[config.mk]
export PLATFORM = sky130hd
export DESIGN_NAME = scan_timing_gen
export DESIGN_NICKNAME = d
export VERILOG_FILES = /design/src/rtl/tg_pkg.sv /design/src/rtl/tg_ctrl.sv /design/src/rtl/tg_datapath.sv /design/src/rtl/scan_timing_gen.sv
export SDC_FILE = /design/constraint.sdc
export NUM_CORES = 1
export LEC_CHECK = 0
export ABC_CLOCK_PERIOD_IN_PS = 16200
export BUFFER_PORTS_ARGS = -buffer_cell sky130_fd_sc_hd__clkbuf_2
export CAP_MARGIN = 20
export CORE_ASPECT_RATIO = 0.7
export CORE_MARGIN = 3
export CORE_UTILIZATION = 55
export DETAILED_ROUTE_END_ITERATION = 8
export PLACE_DENSITY = 0.84
export SLEW_MARGIN = 5
export SYNTH_ARGS = -nofsm -noshare
export SYNTH_HDL_FRONTEND = slang
export SYNTH_HIERARCHICAL = 1
export SYNTH_SLANG_ARGS = --single-unit
[constraint.sdc]
create_clock -name clk -period 16.2 [get_ports clk]
set_input_delay 0.81 -clock clk [delete_from_list [all_inputs] [get_ports clk]]
set_output_delay 0.81 -clock clk [all_outputs]
set_load 0.02 [all_outputs]
[src/rtl/tg_pkg.sv]
package tg_pkg;
  // Strobes from control to the counting datapath
  typedef struct packed {
    logic run;
    logic secondSet;
  } tgStrobe_t;

  localparam logic [2:0] ADDR_CTRL   = 3'd0;
  localparam logic [2:0] ADDR_HACT   = 3'd1;
  localparam logic [2:0] ADDR_HPORCH = 3'd2;
  localparam logic [2:0] ADDR_VACT   = 3'd3;
  localparam logic [2:0] ADDR_VSET1  = 3'd4;
  localparam logic [2:0] ADDR_VSET2  = 3'd5;
  localparam logic [2:0] ADDR_STAT   = 3'd6;
endpackage

[src/rtl/tg_ctrl.sv]
module tg_ctrl
  import tg_pkg::*;
#(
  parameter int CW = 10,
  localparam int DW = 3 * CW
) (
  input  logic          clk,
  input  logic          rst_n,
  input  logic          wrEn,
  input  logic [2:0]    wrAddr,
  input  logic [DW-1:0] wrData,
  input  logic          fieldEnd,
  input  logic          frameStart,
  output tgStrobe_t     strb,
  output logic [CW-1:0] hAct,
  output logic [CW-1:0] hSw,
  output logic [CW-1:0] hBp,
  output logic [CW-1:0] hFp,
  output logic [CW-1:0] vAct,
  output logic [DW-1:0] vSet1,
  output logic [DW-1:0] vSet2,
  output logic          hPolLow,
  output logic          vPolLow,
  output logic          fieldId,
  output logic          irq
);
  logic [5:0] ctrlReg;
  logic       irqStat;
  logic       interlaced;
  logic       statClr;

  assign interlaced = ctrlReg[3] & ctrlReg[4];
  assign statClr    = wrEn && (wrAddr == ADDR_STAT) && wrData[0];

  always_ff @(posedge clk or negedge rst_n) begin
    if (!rst_n) begin
      ctrlReg <= '0;
      hAct    <= '0;
      hSw     <= '0;
      hBp     <= '0;
      hFp     <= '0;
      vAct    <= '0;
      vSet1   <= '0;
      vSet2   <= '0;
    end else if (wrEn) begin
      case (wrAddr)
        ADDR_CTRL:   ctrlReg <= wrData[5:0];
        ADDR_HACT:   hAct    <= wrData[CW-1:0];
        ADDR_HPORCH: begin
          hSw <= wrData[CW-1:0];
          hBp <= wrData[2*CW-1:CW];
          hFp <= wrData[3*CW-1:2*CW];
        end
        ADDR_VACT:   vAct  <= wrData[CW-1:0];
        ADDR_VSET1:  vSet1 <= wrData;
        ADDR_VSET2:  vSet2 <= wrData;
        default: ;
      endcase
    end
  end

  always_ff @(posedge clk or negedge rst_n) begin
    if (!rst_n)                      fieldId <= 1'b0;
    else if (!ctrlReg[0] || !interlaced) fieldId <= 1'b0;
    else if (fieldEnd)               fieldId <= ~fieldId;
  end

  always_ff @(posedge clk or negedge rst_n) begin
    if (!rst_n)                         irqStat <= 1'b0;
    else if (frameStart && ctrlReg[5])  irqStat <= 1'b1;
    else if (statClr)                   irqStat <= 1'b0;
  end

  assign strb.run       = ctrlReg[0];
  assign strb.secondSet = interlaced & fieldId;
  assign hPolLow        = ctrlReg[1];
  assign vPolLow        = ctrlReg[2];
  assign irq            = irqStat;


  fieldToggle_chk: assert property (@(posedge clk) disable iff (!rst_n)
    (strb.run && interlaced && fieldEnd && !wrEn) |=> (fieldId != $past(fieldId)));

  irqSet_chk: assert property (@(posedge clk) disable iff (!rst_n)
    (frameStart && ctrlReg[5]) |=> irqStat);

  irqClr_chk: assert property (@(posedge clk) disable iff (!rst_n)
    (statClr && !(frameStart && ctrlReg[5])) |=> !irqStat);
endmodule

[src/rtl/tg_datapath.sv]
module tg_datapath
  import tg_pkg::*;
#(
  parameter int CW = 10,
  localparam int DW  = 3 * CW,
  localparam int CNT = CW + 2
) (
  input  logic          clk,
  input  logic          rst_n,
  input  tgStrobe_t     strb,
  input  logic [CW-1:0] hAct,
  input  logic [CW-1:0] hSw,
  input  logic [CW-1:0] hBp,
  input  logic [CW-1:0] hFp,
  input  logic [CW-1:0] vAct,
  input  logic [DW-1:0] vSet1,
  input  logic [DW-1:0] vSet2,
  input  logic          hPolLow,
  input  logic          vPolLow,
  output logic          hSync,
  output logic          vSync,
  output logic          de,
  output logic          frameStart,
  output logic          fieldEnd
);
  logic [CNT-1:0] hCnt, vCnt;
  logic [CNT-1:0] hActStart, hActEnd, hLast;
  logic [CNT-1:0] vActStart, vActEnd, vLast;
  logic [DW-1:0]  vSel;
  logic [CW-1:0]  vSw, vBp, vFp;
  logic           hSyncAct, vSyncAct, lineEnd;

  always_comb begin
    vSel = strb.secondSet ? vSet2 : vSet1;
    vSw  = vSel[CW-1:0];
    vBp  = vSel[2*CW-1:CW];
    vFp  = vSel[3*CW-1:2*CW];

    hActStart = CNT'(hSw) + CNT'(hBp) + CNT'(2);
    hActEnd   = hActStart + CNT'(hAct);
    hLast     = hActEnd + CNT'(hFp) + CNT'(1);
    vActStart = CNT'(vSw) + CNT'(vBp) + CNT'(2);
    vActEnd   = vActStart + CNT'(vAct);
    vLast     = vActEnd + CNT'(vFp) + CNT'(1);

    hSyncAct   = strb.run && (hCnt <= CNT'(hSw));
    vSyncAct   = strb.run && (vCnt <= CNT'(vSw));
    de         = strb.run && (hCnt >= hActStart) && (hCnt <= hActEnd)
                          && (vCnt >= vActStart) && (vCnt <= vActEnd);
    frameStart = strb.run && (hCnt == '0) && (vCnt == vActStart);
    lineEnd    = strb.run && (hCnt == hLast);
    fieldEnd   = lineEnd && (vCnt == vLast);
  end

  always_ff @(posedge clk or negedge rst_n) begin
    if (!rst_n) begin
      hCnt <= '0;
      vCnt <= '0;
    end else if (!strb.run) begin
      hCnt <= '0;
      vCnt <= '0;
    end else if (lineEnd) begin
      hCnt <= '0;
      vCnt <= fieldEnd ? '0 : vCnt + CNT'(1);
    end else begin
      hCnt <= hCnt + CNT'(1);
    end
  end

  assign hSync = hSyncAct ^ hPolLow;
  assign vSync = vSyncAct ^ vPolLow;


  idleZero_chk: assert property (@(posedge clk) disable iff (!rst_n)
    !strb.run |=> (hCnt == '0 && vCnt == '0));

  deSync_chk: assert property (@(posedge clk) disable iff (!rst_n)
    de |-> (!hSyncAct && !vSyncAct));

  fsSingle_chk: assert property (@(posedge clk) disable iff (!rst_n)
    frameStart |=> !frameStart);
endmodule

[src/rtl/scan_timing_gen.sv]
module scan_timing_gen
  import tg_pkg::*;
#(
  parameter int CW = 10,
  localparam int DW = 3 * CW
) (
  input  logic          clk,
  input  logic          rst_n,
  input  logic          wrEn,
  input  logic [2:0]    wrAddr,
  input  logic [DW-1:0] wrData,
  output logic          hSync,
  output logic          vSync,
  output logic          de,
  output logic          frameStart,
  output logic          fieldId,
  output logic          irq
);
  tgStrobe_t     strb;
  logic [CW-1:0] hAct, hSw, hBp, hFp, vAct;
  logic [DW-1:0] vSet1, vSet2;
  logic          hPolLow, vPolLow, fieldEnd;

  tg_ctrl #(.CW(CW)) u_ctrl (
    .clk(clk), .rst_n(rst_n), .wrEn(wrEn), .wrAddr(wrAddr), .wrData(wrData),
    .fieldEnd(fieldEnd), .frameStart(frameStart), .strb(strb),
    .hAct(hAct), .hSw(hSw), .hBp(hBp), .hFp(hFp), .vAct(vAct),
    .vSet1(vSet1), .vSet2(vSet2), .hPolLow(hPolLow), .vPolLow(vPolLow),
    .fieldId(fieldId), .irq(irq)
  );

  tg_datapath #(.CW(CW)) u_dp (
    .clk(clk), .rst_n(rst_n), .strb(strb),
    .hAct(hAct), .hSw(hSw), .hBp(hBp), .hFp(hFp), .vAct(vAct),
    .vSet1(vSet1), .vSet2(vSet2), .hPolLow(hPolLow), .vPolLow(vPolLow),
    .hSync(hSync), .vSync(vSync), .de(de), .frameStart(frameStart),
    .fieldEnd(fieldEnd)
  );
endmodule

==> flow_summary.toml <==
[outcome]
status = "finished clean"

[sta]
rsz0062_at_grt = "no"
slew_headroom = 0.373
fin_crit_ps = 7430
max_freq_mhz = 135
fin_setup_tns_ps = 0
setup_viol = 0
fin_worst_skew_ps = 10.0
fin_crit_sh = 0.459
hold_viol_final = 0
worst_slew_pin_slew_ps = 941
drv_slew = 0

[setup_path]
slowest_delay_ps = 480
reg2reg_depth = 24
ff2ff_setup_slack_ps = 9410
worst_setup_path_start_kind = "flip-flop"
arrival_ps = 6620
critPathKind = "reg2out"
path_delay_family = "compound AO/OA/AOI/OAI gates"
critPathRequiredTime_ps = 15390
worstReg2RegEnd = "u_dp/vCnt[11]"
cpMostUsedCell = "ha_1"
crit_path_top_delay_cell = "a2111oi_0"
crit_fanout = 30
end_kind = "output port"
r2r_start = "u_ctrl/hSw[1]"
crit_buf_inv = 3

[drt]
wl_um = 27900
via_per_inst = 6.07
drc = 0
vias = 8637
first_pass_iters = 5
avgRoutedWirePerCell_um = 19.6
drt.antenna.violating_nets = 0
dr.first_iter.drc_count = 785

[layout]
diodes = 0
final.fill_count = 1546
final_common_cell = "ha_1"
synthToLayoutAreaGrowth_pct = 8.76
final_cell_mix = "149 x ha_1, 142 x dfrtp_1, 132 x mux2_2, 88 x inv_1, 51 x a21oi_1"
layout-drive-gt1-share = 0.214
nNetsFinal = 1330

[cts]
postCtsHoldBufs = 0
cts_htree_levels = 4
clockRootBuffer = "clkbuf_16"
clk_latency_ps = 440
cts_resized = 0
clock_sinks = 142
tritoncts = "yes"
numCtsBuffers = 17
path_clk_slew_ps = 60
cts_buffer_depth = 2
cts_setup_buffers = 0

[logic_synthesis]
async_flop_share = 1.00
synth_edf_count = 0
syn_nets = 1289
synth.cell_area_sq_um = 11300
avgSynthCellArea_sq_um = 10.3
yosys_warnings = 6
yosys_most_used_dff = "dfrtp_1"
synthDistinctLibCells = 79
ys_seq_area_frac = 0.315
syn_inst = 1098
ys_ff_latch = 142

[die]
die_x_um = 177
coreArea_sq_um = 20000
dieArea_sq_um = 22300
io_pins = 42
die_h_um = 126
start_util = 0.565
core.rowCount = 43

[global_route]
grt_max_degree = 101
grt_usage = 0.258
grt_pass1_wl_um = 45100
globalRoute.totalOverflow = 0
first_global_vias = 8419
antenna_found_initial = 0

[placement]
portBuffers = 41
place_congestion = 0.934
dp.final_hpwl_um = 21100

[run]
cap_violations = 0

[worst_hold_path]
worstHoldPathType = "in2async"
==> per-layer routing <==
layer | global-route usage | up-vias | share of wire
li1 | - | 4075 | -
met1 | 0.400 | 4173 | 0.49
met2 | 0.370 | 345 | 0.41
met3 | 0.0506 | 44 | 0.085
met4 | 0.0633 | 0 | 0.016
met5 | 0 | - | 0
==> worst max-delay path by stage <==
stage	startpoint	to	depth (start not counted)	slack [ps]
floorplan	u_ctrl/fieldId	de	28	9400
global placement	u_ctrl/fieldId	de	26	9470
detailed placement	u_ctrl/fieldId	de	26	9260
CTS	u_ctrl/fieldId	de	26	8750
global route	u_ctrl/fieldId	de	30	8260
finish	u_ctrl/fieldId	de	26	8770
==> per-stage QoR <==
step,hold slack (ps),util,cells,instance area (sq um),worst slack [ps]
3_3_place_gp,483,0.585,1390,11700,9470
5_1_grt,511,0.615,1422,12300,8260
2_1_floorplan,474,-,1098,11300,9400
4_1_cts,501,0.615,1422,12300,8750
3_5_place_dp,487,0.585,1390,11700,9260
6_report,465,0.615,1422,12300,8770
==> sequential cells by signal, indices dropped and copies added, names as in the netlist <==
signal / flops
u_ctrl/vSet1: 30
u_ctrl/hSw: 10
u_ctrl/hBp: 10
u_dp/hCnt: 12
u_ctrl/ctrlReg: 6
u_ctrl/hAct: 10
u_ctrl/vAct: 10
u_ctrl/vSet2: 30
u_dp/vCnt: 12
u_ctrl/hFp: 10
u_ctrl/irq: 1
u_ctrl/fieldId: 1
==> cell type report <==
| type | count | area [sq um] | share of cell area |
|---|---|---|---|
| Clock buffer | 19 | 433 | 0.0353 |
| Clock inverter | 13 | 164 | 0.0134 |
| Inverter | 88 | 330 | 0.0269 |
| Multi-Input combinational cell | 845 | 7210 | 0.588 |
| Sequential cell | 142 | 3550 | 0.290 |
| Tap cell | 270 | 338 | 0.0275 |
| Timing Repair Buffer | 45 | 241 | 0.0197 |
==> cell usage after synthesis (all sizes together), types with 12 or more instances <==
master / n / share of area
mux2: 136 / 0.14
nor2: 57 / 0.022
inv: 88 / 0.029
nand4: 15 / 0.0083
a21o: 24 / 0.016
xnor2: 50 / 0.039
o21ai: 51 / 0.023
nor3: 19 / 0.0089
nand2b: 15 / 0.0083
ha: 149 / 0.17
o21a: 20 / 0.013
xor2: 23 / 0.019
and3: 17 / 0.0094
a21oi: 51 / 0.023
nand3: 19 / 0.0084
mux2i: 12 / 0.011
nor2b: 19 / 0.011
dfrtp: 142 / 0.31
nand2: 41 / 0.014
buf: 18 / 0.015
==> kinds of logic (layout without fill, tap and decap cells) <==
logic type | after synthesis | count (layout) | share of synthesized area
simple gates | 251 | 251 | 0.124
fa+ha+maj | 155 | 155 | 0.176
flops | 142 | 142 | 0.315
buf+inv | 111 | 165 | 0.0459
compound gates | 218 | 218 | 0.134
mux | 148 | 148 | 0.148
xor+xnor | 73 | 73 | 0.0573
Power is not shown: default switching activity piles up to over one toggle a cycle in this logic, so the estimate is an artifact.
